File: src/rtl/ps2rx_pkg.sv
package ps2rx_pkg;

    localparam int FRAME_BITS = 11;
    localparam int DATA_BITS  = 8;

    // Packed so that the first received bit lands in bit 0.
    typedef struct packed {
        logic                 stop;
        logic                 parity;
        logic [DATA_BITS-1:0] data;
        logic                 start;
    } frame_t;

    typedef struct packed {
        logic                 valid;
        logic                 err;
        logic [DATA_BITS-1:0] data;
    } verdict_t;

    function automatic logic odd_parity_ok(input frame_t f);
        return ^{f.data, f.parity};
    endfunction

    function automatic logic frame_good(input frame_t f);
        return (f.start == 1'b0) && (f.stop == 1'b1) && odd_parity_ok(f);
    endfunction

endpackage

File: src/rtl/ps2_line_cond.sv
module ps2_line_cond #(
    parameter int FILT_LEN = 8
) (
    input  logic clk,
    input  logic rst,
    input  logic ps2_clk_i,
    input  logic ps2_dat_i,
    output logic fall_o,
    output logic bit_o
);
    localparam int CW = $clog2(FILT_LEN + 1);
    localparam logic [CW-1:0] LAST = CW'(FILT_LEN - 1);

    logic [1:0]    ck_sync;
    logic [1:0]    dt_sync;
    logic          filt;
    logic [CW-1:0] cnt;
    logic          flip;

    always_ff @(posedge clk) begin
        if (rst) begin
            ck_sync <= 2'b11;
            dt_sync <= 2'b11;
        end else begin
            ck_sync <= {ck_sync[0], ps2_clk_i};
            dt_sync <= {dt_sync[0], ps2_dat_i};
        end
    end

    // New level accepted only after FILT_LEN consecutive differing samples.
    assign flip = (ck_sync[1] != filt) && (cnt == LAST);

    always_ff @(posedge clk) begin
        if (rst) begin
            filt   <= 1'b1;
            cnt    <= '0;
            fall_o <= 1'b0;
            bit_o  <= 1'b0;
        end else begin
            fall_o <= flip && filt;
            if (flip && filt)
                bit_o <= dt_sync[1];
            if (ck_sync[1] == filt) begin
                cnt <= '0;
            end else if (flip) begin
                filt <= ck_sync[1];
                cnt  <= '0;
            end else begin
                cnt <= cnt + 1'b1;
            end
        end
    end

endmodule

File: src/rtl/ps2_bit_collect.sv
module ps2_bit_collect
    import ps2rx_pkg::*;
#(
    parameter int TIMEOUT_CYC = 12500
) (
    input  logic   clk,
    input  logic   rst,
    input  logic   fall_i,
    input  logic   bit_i,
    output logic   done_o,
    output frame_t frame_o
);
    localparam int IW = $clog2(FRAME_BITS);
    localparam int GW = $clog2(TIMEOUT_CYC + 1);
    localparam logic [IW-1:0] IDX_LAST = IW'(FRAME_BITS - 1);
    localparam logic [GW-1:0] GAP_LAST = GW'(TIMEOUT_CYC - 1);

    logic [FRAME_BITS-1:0] shreg;
    logic [IW-1:0]         idx;
    logic [GW-1:0]         gap;

    always_ff @(posedge clk) begin
        if (rst) begin
            shreg  <= '0;
            idx    <= '0;
            gap    <= '0;
            done_o <= 1'b0;
        end else begin
            done_o <= 1'b0;
            if (fall_i) begin
                shreg <= {bit_i, shreg[FRAME_BITS-1:1]};
                gap   <= '0;
                if (idx == IDX_LAST) begin
                    idx    <= '0;
                    done_o <= 1'b1;
                end else begin
                    idx <= idx + 1'b1;
                end
            end else if (idx != '0) begin
                if (gap == GAP_LAST) begin
                    idx <= '0;
                    gap <= '0;
                end else begin
                    gap <= gap + 1'b1;
                end
            end else begin
                gap <= '0;
            end
        end
    end

    assign frame_o = frame_t'(shreg);

endmodule

File: src/rtl/ps2_frame_judge.sv
module ps2_frame_judge
    import ps2rx_pkg::*;
(
    input  logic                 clk,
    input  logic                 rst,
    input  logic                 done_i,
    input  frame_t               frame_i,
    output logic [DATA_BITS-1:0] byte_o,
    output logic                 valid_o,
    output logic                 err_o
);
    verdict_t v;

    always_ff @(posedge clk) begin
        if (rst) begin
            v <= '0;
        end else begin
            v.valid <= 1'b0;
            v.err   <= 1'b0;
            if (done_i) begin
                if (frame_good(frame_i)) begin
                    v.valid <= 1'b1;
                    v.data  <= frame_i.data;
                end else begin
                    v.err <= 1'b1;
                end
            end
        end
    end

    assign byte_o  = v.data;
    assign valid_o = v.valid;
    assign err_o   = v.err;

endmodule

File: src/rtl/ps2_frame_rx.sv
module ps2_frame_rx
    import ps2rx_pkg::*;
#(
    parameter int FILT_LEN    = 8,
    parameter int TIMEOUT_CYC = 12500
) (
    input  logic       clk,
    input  logic       rst,
    input  logic       ps2_clk_i,
    input  logic       ps2_dat_i,
    output logic [7:0] rx_byte_o,
    output logic       rx_valid_o,
    output logic       rx_err_o
);
    logic   fall;
    logic   sbit;
    logic   done;
    frame_t frame;

    ps2_line_cond #(.FILT_LEN(FILT_LEN)) u_cond (
        .clk       (clk),
        .rst       (rst),
        .ps2_clk_i (ps2_clk_i),
        .ps2_dat_i (ps2_dat_i),
        .fall_o    (fall),
        .bit_o     (sbit)
    );

    ps2_bit_collect #(.TIMEOUT_CYC(TIMEOUT_CYC)) u_coll (
        .clk     (clk),
        .rst     (rst),
        .fall_i  (fall),
        .bit_i   (sbit),
        .done_o  (done),
        .frame_o (frame)
    );

    ps2_frame_judge u_judge (
        .clk     (clk),
        .rst     (rst),
        .done_i  (done),
        .frame_i (frame),
        .byte_o  (rx_byte_o),
        .valid_o (rx_valid_o),
        .err_o   (rx_err_o)
    );

endmodule

File: config.mk
export PLATFORM = sky130hd
export DESIGN_NAME = ps2_frame_rx
export DESIGN_NICKNAME = d
export VERILOG_FILES = /design/src/rtl/ps2rx_pkg.sv /design/src/rtl/ps2_line_cond.sv /design/src/rtl/ps2_bit_collect.sv /design/src/rtl/ps2_frame_judge.sv /design/src/rtl/ps2_frame_rx.sv
export SDC_FILE = /design/constraint.sdc
export NUM_CORES = 1
export LEC_CHECK = 0
export ABC_AREA = 1
export BUFFER_PORTS_ARGS = -buffer_cell sky130_fd_sc_hd__clkbuf_2
export CORE_MARGIN = 3
export CORE_UTILIZATION = 54
export DETAILED_ROUTE_END_ITERATION = 6
export GPL_TIMING_DRIVEN = 0
export PLACE_DENSITY = 0.75
export SYNTH_ARGS = -nofsm -noshare
export SYNTH_HDL_FRONTEND = slang
export SYNTH_SLANG_ARGS = --single-unit
File: constraint.sdc
create_clock -name clk -period 1.46 [get_ports clk]
set_input_delay 0.219 -clock clk [delete_from_list [all_inputs] [get_ports clk]]
set_output_delay 0.219 -clock clk [all_outputs]
set_load 0.05 [all_outputs]
# After elaboration in Yosys (flattened, before gate mapping)
# Index checks and enable logic that the tools add are counted.
# classes
eq_ne	5
n_bitwise	5
add_sub_neg	3
muxes	7
reduce_logical	15
# ops
op	n
2-to-1 mux 4 bit	4
adder 14 x 1 -> 14 bit, second input constant	1
== test 14 bit, second input constant	1
parity 9 bit	1
adder 4 x 1 -> 4 bit, second input constant	2
AND reduction 2 bit	3
NOT 1 bit	5
== test 4 x 3 -> 1 bit, second input constant	1
== test 4 bit, second input constant	1
logical AND 1 bit	4
nonzero test 2 bit	2
nonzero test 4 bit	1
OR reduction 2 bit	2
OR reduction 4 bit	1
2-to-1 mux 1 bit	3
OR reduction 3 bit	1
== test 1 bit	1
!= test 1 bit	1
# word_totals
output_inout_bits	10
ff_bits	51
wordCells	48
inputBits	4

# Depth between registers and ports, before layout
# Gate-level depths: netlist of run 1.
# depth
word_depth	4
ltp_mapped	13
ltp_nobuf	12

# By module
# A second synthesis of run 1 with hierarchy kept.
# hier_totals
cells_unflattened	344
area_unflattened_um2	2568.7
# by_module_without_submodules
mod	cells_each	area_per_inst_um2	seq_area_each_um2	instances
ps2_bit_collect	171	1367.6	600.6	1
ps2_frame_judge	127	795.8	200.2	1
ps2_line_cond	46	405.4	220.2	1

# Least setup slack after synthesis of run 1
# No wires, ideal clock.
# synth_path
kind	register to register
startpoint	reg u_coll.gap[0]
endpoint	reg u_coll.gap[8]
path_stages_with_launch	12
setup_time_ns	0.133
required_ns	1.327
slack_ns	0.038
path_buffers	1
t_arrival_ns	1.289
period_less_slack_ns	1.422
cell_sequence	dfxtp_1 > ha_1 > nand2_1 > inv_1 > nand3_1 > nor2_1 > nand2_1 > nand2_1 > inv_1 > nand3_1 > buf_2 > nor3_1
# synth_between
elab_chain_cells	2
elab_cells_between_ends	3
classes_between	add/sub (1); eq/ne (1); reduce/logical (1)
# synth_lines
element	line_no	text
from (decl)	ps2_bit_collect.sv:20	logic [GW-1:0] gap;
from (signal assigned)	ps2_bit_collect.sv:44	gap <= gap + 1'b1;
parallel branches: the longest is 2 deep, another holds adder 14 x 1 -> 14 bit	--	
# Several ways; the timed one is not identified.
# A chain may end at the register's enable or synchronous reset.

# Final worst setup path of run 1
# layout_path
startpoint	reg u_coll.gap[0]
endpoint	reg u_coll.gap[12]
# Same word-level chain as after synthesis.

==> out/results.ini, run 1 <==
[setup_path]
rr_startpoint = u_coll.gap[0]
criticalPathCategory = register to register
end_kind = register
cp_max_fo = 4
setup.worst_path.start = u_coll.gap[0]
critical_path_required_ps = 1660
critPathArrivalTime_ps = 1600
critPathLaunchType = register

[logic_synthesis]
synthFlopType = dfxtp_1
synthTopCellsByCount = nand2_1, dfxtp_1, inv_1
synth_top_family_by_area = simple AND/OR/NAND/NOR gates
ys.warnings.count = 0
syn_area_per_cell_um2 = 7.36
ys_types = 29
ys_seq_area_frac = 0.441
synth_top_area_share = 0.441
synth_edf_count = 0
synthCells = 315
synth_xor_area_frac = 0.0567
synthAdderAreaFrac = 0.0270
synthArstFlopShare = 0
synthTopCellsByArea = dfxtp_1, nand2_1, inv_1, nor2_1, a21oi_1
synthesis.nets = 324
yosysMostFrequentCell = nand2_1
ys_ff_latch = 51
synth.largest_area_cell = dfxtp_1
synth_compound_area_frac = 0.0945
yosys.area_share.simple = 0.286
synth_mux_area_frac = 0
syn-cell-area_um2 = 2320

[final_layout]
syn2layout_area_growth_pct = 27.6
fin_util = 0.729
diodes = 0
layout.nets = 352
finalNonFillerCells = 394
fill_cells = 322
layout-drive-gt1-share = 0.305

[grt]
grt_pass1_vias = 1743
grt_start_max_net_pins = 18
grt-ovfl-total = 0
grt_usage = 0.175
antenna_found_initial = 0
grt_pass1_wl_um = 7260

[pwr]
p_leak_nw = 1.19
finalPower_mw = 2.42
ir_drop_mv = 0.854
p_per_area_nw_per_um2 = 817

[timing]
setup-violations-final = 0
period_needed_ps = 1390
fin_tns_setup_ps = 0
max_freq_mhz = 718
period_share = 0.955
clock_skew_ps = 11.7
rsz0062_at_grt = yes
hold_viol = 0
worst_slew_pin_slew_ps = 605
slew_headroom = 0.597
maxSlewViolCount = 0

[cts]
cts_tree = yes
root_buffer = clkbuf_8
htreeDepth = 2
cts.sinks = 51
cts.path.max_buffers = 2
cts_buffers = 5
clk_pin_slew_ps = 90
clk_latency_ps = 310

[floorplan]
die_w_um = 71.5
die_y_um = 71.5
rows = 23
initial_core_util = 0.571
ioPinCount = 14
dieArea_um2 = 5110
core_area_um2 = 4060

[routing]
antenna_left = 0
dr.pass1.iters = 4
avgViaCountPerCell = 5.07
drt_iter0_drc = 106
drc_errors = 0
vias = 1998
drt-total-wl_um = 4710
wl_per_cell_um = 12.0

[placed_design]
gp_congestion = 0.789
io_buffer_count = 13
placed_cells = 378
dp_hpwl_um = 2900

[outcome]
outcome = completed

[worst_hold_path]
hp-class = primary input to register
min_from = ps2_dat_i

[flow_run]
drv_cap = 0

where the power goes:
part           internal, mW  leakage [nW]  total [mW]  switching, mW
Combinational        0.0125         0.712      0.0345         0.0219
Sequential             1.38         0.422        1.38        0.00196
Clock                 0.520        0.0587        1.00          0.481
Total                  1.91          1.19        2.42          0.504
flip-flops by register name (all words and copies together), names as in the netlist:
name             count
u_cond.bit_o         1
u_cond.dt_sync       2
u_coll.done_o        1
u_coll.gap          14
u_judge.err_o        1
u_coll.idx           4
u_coll.frame_o      11
u_cond.cnt           4
u_cond.fall_o        1
u_judge.byte_o       8
u_judge.valid_o      1
u_cond.ck_sync       2
u_cond.filt          1
kinds of logic after synthesis:
logic type,after synthesis
simple gates,145
compound gates,42
xor+xnor,15
buf+inv,57
fa+ha+maj,5
flops,51
per-stage QoR:
stage	hold slack, ps	setup slack [ps]	cell area (um2)
2_1_floorplan	323	38.1	2320
3_3_place_gp	392	-186	2440
3_5_place_dp	395	-206	2440
4_1_cts	77.3	0.329	2630
5_1_grt	78.4	-44.3	2960
6_report	87.6	66.4	2960
routing by layer:
layer / wire [um] / track usage / vias to the layer above
met5: 0 / 0 / -
met4: 71 / 0.0501 / 0
met3: 124 / 0.0463 / 8
met2: 2420 / 0.303 / 28
met1: 2090 / 0.213 / 901
li1: - / - / 1061
layout by cell type (no fill, tap or decap), drive strengths merged:
cell type / instances
nand2: 64
dfxtp: 51
inv: 49
nor2: 38
a21oi: 22
clkbuf: 22
nand3: 18
o21ai: 15
buf: 12
nand4: 11
xor2: 9
nor3: 6
xnor2: 6
ha: 5
or2: 4
a31oi: 3
nor3b: 2
nor4: 1
a22oi: 1
and3: 1
o31ai: 1
and2: 1
clkinv: 1
bufinv: 1
worst paths after layout:
path / endpoint / slack [ps] / depth (start not counted)
setup / recovery: u_coll.gap[12] / 70 / 7
hold / removal: u_cond.dt_sync[0] / 90 / 2
setup reg to reg: u_coll.gap[12] / 70 / 7
hold reg to reg: u_cond.dt_sync[1] / 420 / 1
critical path, stage by stage (launching register included):
cell	delay, ps
dfxtp_4	380
ha_4	140
nand3_1	160
nor4_4	260
buf_4	170
nand2_1	40
nand2_1	90
a21oi_2	60
layout make-up:
type,instances,area (um2),area share
Buffer,7,33.8,0.0114
Clock buffer,5,68.8,0.0233
Clock inverter,3,47.5,0.0161
Inverter,48,185,0.0626
Multi-Input combinational cell,208,1360,0.461
Sequential cell,51,1060,0.358
Tap cell,50,62.6,0.0212
Timing Repair Buffer,22,136,0.0461
timing repair:
item | CTS | global route
endpoints found under the setup margin | 18 | 28
cloned | 1 | 1
setup buffers | 1 | 7
resized for setup | 15 | 85
hold buffers | 0 | 0
pin swaps | 6 | 20
Note: power is estimated with default switching activity, not from simulation.
==> inputs of run 2 (changes only) <==
--- a/config.mk
+++ b/config.mk
@@ -5,13 +5,13 @@
 export SDC_FILE = /design/constraint.sdc
 export NUM_CORES = 1
 export LEC_CHECK = 0
-export ABC_AREA = 1
-export BUFFER_PORTS_ARGS = -buffer_cell sky130_fd_sc_hd__clkbuf_2
+export BUFFER_PORTS_ARGS = -buffer_cell sky130_fd_sc_hd__buf_2
 export CORE_MARGIN = 3
-export CORE_UTILIZATION = 54
+export CORE_UTILIZATION = 53
 export DETAILED_ROUTE_END_ITERATION = 6
 export GPL_TIMING_DRIVEN = 0
-export PLACE_DENSITY = 0.75
+export MAX_ROUTING_LAYER = met4
+export PLACE_DENSITY = 0.74
 export SYNTH_ARGS = -nofsm -noshare
 export SYNTH_HDL_FRONTEND = slang
 export SYNTH_SLANG_ARGS = --single-unit
==> out/results.ini, run 2 <==
[floorplan]
dieArea_um2 = 5020
ioPinCount = 14
initial_core_util = 0.579
rows = 22
die_y_um = 70.9
die_w_um = 70.9
core_area_um2 = 3850

[pwr]
combPwrFrac = 0.016
pwr-share-seq = 0.631
p_int_mw = 1.74
p_clk_frac = 0.352
p_leak_nw = 0.916
ir_drop_mv = 0.845
p_per_area_nw_per_um2 = 821
power.switching_uw = 465
switching_share = 0.211

[logic_synthesis]
ys.warnings.count = 0
synthTopCellsByCount = dfxtp_1, nor2_1, mux2i_1
syn-cell-area_um2 = 2230
ys_seq_area_frac = 0.458
ys_ff_latch = 51
syn_area_per_cell_um2 = 9.92
yosys.area_share.simple = 0.265
synth_top_family_by_area = simple AND/OR/NAND/NOR gates
synthTopCellsByArea = dfxtp_1, mux2i_1, nor2_1, or2b_2, xor2_1
yosysMostFrequentCell = dfxtp_1
ys_types = 36
synth_compound_area_frac = 0.0286
synthArstFlopShare = 0
synth.largest_area_cell = dfxtp_1
synth_mux_area_frac = 0.0998
synth_top_area_share = 0.458
synth_xor_area_frac = 0.0953
synthesis.nets = 234
synthCells = 225
synthAdderAreaFrac = 0.0280
synthFlopType = dfxtp_1
synth_edf_count = 0

[setup_path]
rrSetupSlack_ps = -240
end_kind = register
r2r_end = u_judge.byte_o[1]
critPathLaunchType = register
crit_chain = xnor3_1 > or3_4 > mux2i_4 > buf_12 > mux2i_1
rr_startpoint = u_coll.frame_o[1]
setup.worst_path.start = u_coll.frame_o[1]
crit_end = u_judge.byte_o[1]
critical_path_required_ps = 1700
cpMaxStageDelayCell = xnor3_1
critPathArrivalTime_ps = 1940
cp_max_fo = 5
rr_worst_depth = 5
max_stage_delay_ps = 390
criticalPathCategory = register to register

[routing]
dr.pass1.iters = 4
drt-total-wl_um = 3960
drc_errors = 0
drt_iter0_drc = 46
vias = 1582
antenna_left = 0
wl_per_cell_um = 13.1
avgViaCountPerCell = 5.24

[grt]
gr-max-usage-layer = met2
grt_use_met2 = 0.260
use_met3 = 0.0611
grt_start_max_net_pins = 20
global_route.usage.met1 = 0.212
grt_pass1_wl_um = 6610
antenna_found_initial = 0
grt-ovfl-total = 0
grt_usage = 0.169
grt_pass1_vias = 1498

[cts]
cts_tree = yes
cts.sinks = 51
htreeDepth = 2
cts_buffers = 5
cts.path.max_buffers = 2
clk_latency_ps = 310
root_buffer = clkbuf_8
clk_pin_slew_ps = 80

[timing]
slew_headroom = 0.675
clock_skew_ps = 9.25
setup-violations-final = 10
rsz0062_at_grt = yes
max_freq_mhz = 589
worst_slew_pin_slew_ps = 488
setup_slack_ps = -237
holdWs_ps = 89.4
period_needed_ps = 1700
maxSlewViolCount = 0
fin_tns_setup_ps = -1970
period_share = 1.16
hold_viol = 0

[final_layout]
final_cell_mix = dfxtp_1, nor2_1, mux2i_1
diodes = 0
final_common_cell = dfxtp_1
largest_register = u_coll.gap
seqCellArea_um2 = 1040
layout-drive-gt1-share = 0.311
multi_input_area_um2 = 1300
fill_cells = 311
largest_register_ffs = 14
syn2layout_area_growth_pct = 20.4
layout.nets = 262
design_area_um2 = 2690

[placed_design]
gp_congestion = 0.812
place_ws_ps = -420
dpl_cell_area_um2 = 2400
dp_hpwl_um = 2660
io_buffer_count = 13

[worst_hold_path]
hp-class = primary input to register
holdPathStages = 2
min_from = ps2_clk_i

[flow_run]
drv_cap = 0

[outcome]
failed_checks = negative setup slack
outcome = finished with violations

-- run 2: layout make-up --
cell class / instances / share of cell area
Clock inverter: 1 / 0.00186
Tap cell: 48 / 0.0224
Buffer: 5 / 0.0103
Timing Repair Buffer: 22 / 0.0568
Multi-Input combinational cell: 162 / 0.483
Clock buffer: 7 / 0.0284
Inverter: 6 / 0.00839
Sequential cell: 51 / 0.389
-- run 2: routing by layer --
| metal | vias up | wire length [um] |
|---|---|---|
| li1 | 814 | - |
| met1 | 741 | 1930 |
| met2 | 20 | 1810 |
| met3 | 7 | 150 |
| met4 | 0 | 72 |
| met5 | - | 0 |
-- run 2: cell families after synthesis --
| family | Yosys count |
|---|---|
| adder cells (fa/ha/maj) | 5 |
| AND/OR/NAND/NOR | 103 |
| multiplexers | 21 |
| flip-flops | 51 |
| AO/OA/AOI/OAI | 11 |
| buffers and inverters | 13 |
| XOR/XNOR | 21 |
-- run 2: worst min path at each step --
stage | endpoint | slack, ps
2_1_floorplan | u_cond.ck_sync[0] | 320
3_3_place_gp | u_cond.ck_sync[1] | 390
3_5_place_dp | u_cond.ck_sync[1] | 400
4_1_cts | u_cond.ck_sync[0] | 90
5_1_grt | u_cond.ck_sync[0] | 80
6_report | u_cond.ck_sync[0] | 90
-- run 2: worst max-delay path, delay by kind of cell, from the launching register on --
| kind | cells | cell delay [ps] |
|---|---|---|
| AND/OR/NAND/NOR | 1 | 350 |
| multiplexers | 2 | 390 |
| XOR/XNOR | 1 | 390 |
| buffers and inverters | 1 | 160 |
| flip-flops | 1 | 340 |
-- run 2: metrics by stage --
step | total power, mW | cells | utilization
final | 2.20 | 302 | 0.697
after global routing | 2.28 | 302 | 0.697
after CTS | 2.24 | 297 | 0.661
after detailed placement | 1.47 | 286 | 0.622
after global placement | 1.46 | 286 | 0.622
after floorplan | 1.45 | 225 | -
-- run 2: timing repair --
action                     CTS  global route
pin swaps                    4             6
buffers inserted             5             4
hold buffers                 0             0
cloned                       0             1
gates resized for setup     11            25
setup endpoints to repair   31            29
-- run 2: power by group through the flow --
stage / Clock (mW) / Combinational [mW] / Sequential (mW)
detailed placement: 0 / 0.0353 / 1.43
global route: 0.846 / 0.0398 / 1.39
finish: 0.777 / 0.0356 / 1.39
floorplan: 0 / 0.0218 / 1.43
global placement: 0 / 0.0344 / 1.43
CTS: 0.803 / 0.0353 / 1.40
==> inputs of run 3 (changes only) <==
--- a/config.mk
+++ b/config.mk
@@ -6,7 +6,7 @@
 export NUM_CORES = 1
 export LEC_CHECK = 0
 export BUFFER_PORTS_ARGS = -buffer_cell sky130_fd_sc_hd__buf_2
-export CORE_MARGIN = 3
+export CORE_MARGIN = 5
 export CORE_UTILIZATION = 53
 export DETAILED_ROUTE_END_ITERATION = 6
 export GPL_TIMING_DRIVEN = 0
==> out/results.ini, run 3 (same netlist as run 2, synthesis figures left out) <==
[routing]
drt_iter0_drc = 94
drc_errors = 0
dr.pass1.iters = 4
avgViaCountPerCell = 5.16
antenna_left = 0
drt-total-wl_um = 3840
vias = 1562
wl_per_cell_um = 12.7

[placed_design]
gp_congestion = 0.818
dp_hpwl_um = 2610
io_buffer_count = 13
placed_cells = 288
place_ws_ps = -361

[setup_path]
rr_worst_depth = 5
rrSetupSlack_ps = -230
cpMaxStageDelayCell = xnor3_1
critPathBufInv = 1
cp_max_fo = 8
critical_path_required_ps = 1690
rr_startpoint = u_coll.frame_o[1]
path_delay_family = XOR/XNOR gates
criticalPathCategory = register to register
crit_chain = xnor3_1 > or3_4 > mux2i_4 > buf_12 > mux2i_1
path_depth = 5
end_kind = register
r2r_end = u_judge.byte_o[0]
max_stage_delay_ps = 410
critPathLaunchType = register
critPathArrivalTime_ps = 1920

[grt]
use_met3 = 0.0401
grt_pass1_vias = 1555
grt-ovfl-total = 0
antenna_found_initial = 0
grt_pass1_wl_um = 6690
grt_start_max_net_pins = 20
global_route.usage.met1 = 0.200
gr-max-usage-layer = met2
grt_usage = 0.160
grt_use_met2 = 0.249

[worst_hold_path]
holdPathStages = 2
min_from = ps2_dat_i
hp-class = primary input to register
hold_end = u_cond.dt_sync[0]

[pwr]
switching_share = 0.203
pwr-share-seq = 0.605
p_int_mw = 1.84
ir_drop_mv = 0.700
combPwrFrac = 0.015
p_leak_nw = 0.938
power.switching_uw = 468
p_per_area_nw_per_um2 = 868
p_clk_frac = 0.380
finalPower_mw = 2.31

[timing]
setup_slack_ps = -228
fin_tns_setup_ps = -1580
max_freq_mhz = 593
period_share = 1.16
hold_viol = 0
holdWs_ps = 96.1
maxSlewViolCount = 0
setup-violations-final = 10
worst_slew_pin_slew_ps = 509
clock_skew_ps = 9.68
slew_headroom = 0.661
period_needed_ps = 1690
rsz0062_at_grt = yes

[final_layout]
syn2layout_area_growth_pct = 19.1
largest_register = u_coll.gap
final_cell_mix = dfxtp_1, nor2_1, mux2i_1
fill_cells = 323
diodes = 0
layout.nets = 261
final_common_cell = dfxtp_1
largest_register_ffs = 14
layout-drive-gt1-share = 0.308
finalNonFillerCells = 303

[outcome]
outcome = finished with violations
failed_checks = negative setup slack

[cts]
cts.path.max_buffers = 2
clk_latency_ps = 300
cts_tree = yes
clk_pin_slew_ps = 80
htreeDepth = 2
root_buffer = clkbuf_8
cts.sinks = 51
hold_buffers = 0
cts_buffers = 5

[floorplan]
ioPinCount = 14
dieArea_um2 = 5610
rows = 23
die_w_um = 74.9
initial_core_util = 0.554
core_area_um2 = 4030
die_y_um = 74.9

[flow_run]
drv_cap = 0

-- run 3: cell types whose count changed in the layout (fill, tap and decap cells not counted), moves of 2 or more --
cell / delta
nor4_2: -2
dfxtp_1: -2
buf_6: -2
dfxtp_2: +3
clkbuf_8: +3
-- run 3: worst max-delay path by stage --
stage | to | from | slack, ps
floorplan | u_judge.byte_o[0] | u_coll.frame_o[3] | -210
global placement | u_judge.byte_o[7] | u_coll.frame_o[3] | -330
detailed placement | u_judge.byte_o[0] | u_coll.frame_o[3] | -360
CTS | u_judge.byte_o[0] | u_coll.frame_o[1] | -220
global route | u_judge.byte_o[5] | u_coll.frame_o[1] | -310
finish | u_judge.byte_o[0] | u_coll.frame_o[1] | -230
-- run 3: layout make-up --
| type | count | area [um2] | area share |
|---|---|---|---|
| buffer | 6 | 41.3 | 0.0155 |
| clock buffer | 8 | 100 | 0.0377 |
| inverter | 6 | 22.5 | 0.00848 |
| multi-input combinational | 161 | 1250 | 0.470 |
| sequential | 51 | 1040 | 0.393 |
| tap | 50 | 62.6 | 0.0236 |
| timing repair buffer | 21 | 138 | 0.0518 |
-- run 3: stage by stage --
stage	util	instance area [um2]
floorplan	-	2270
global placement	0.595	2400
detailed placement	0.595	2400
CTS	0.649	2610
global route	0.659	2660
finish	0.659	2660
-- run 3: power groups by stage --
stage	Combinational [mW]	Sequential, mW	Clock (mW)
5_1_grt	0.0403	1.40	0.966
3_3_place_gp	0.0345	1.43	0
6_report	0.0350	1.39	0.876
3_5_place_dp	0.0349	1.43	0
4_1_cts	0.0349	1.39	0.899
2_1_floorplan	0.0218	1.43	0
-- run 3: metal layers --
layer / vias to the layer above / share of wire
met5: - / 0
met4: 0 / 0.014
met3: 5 / 0.032
met2: 15 / 0.45
met1: 729 / 0.50
li1: 813 / -
-- run 3: what timing repair did --
action | CTS | global route
endpoints found under the setup margin | 30 | 22
resized for setup | 17 | 11
buffers inserted | 7 | 2
cloned | 0 | 0
pin swaps | 5 | 5
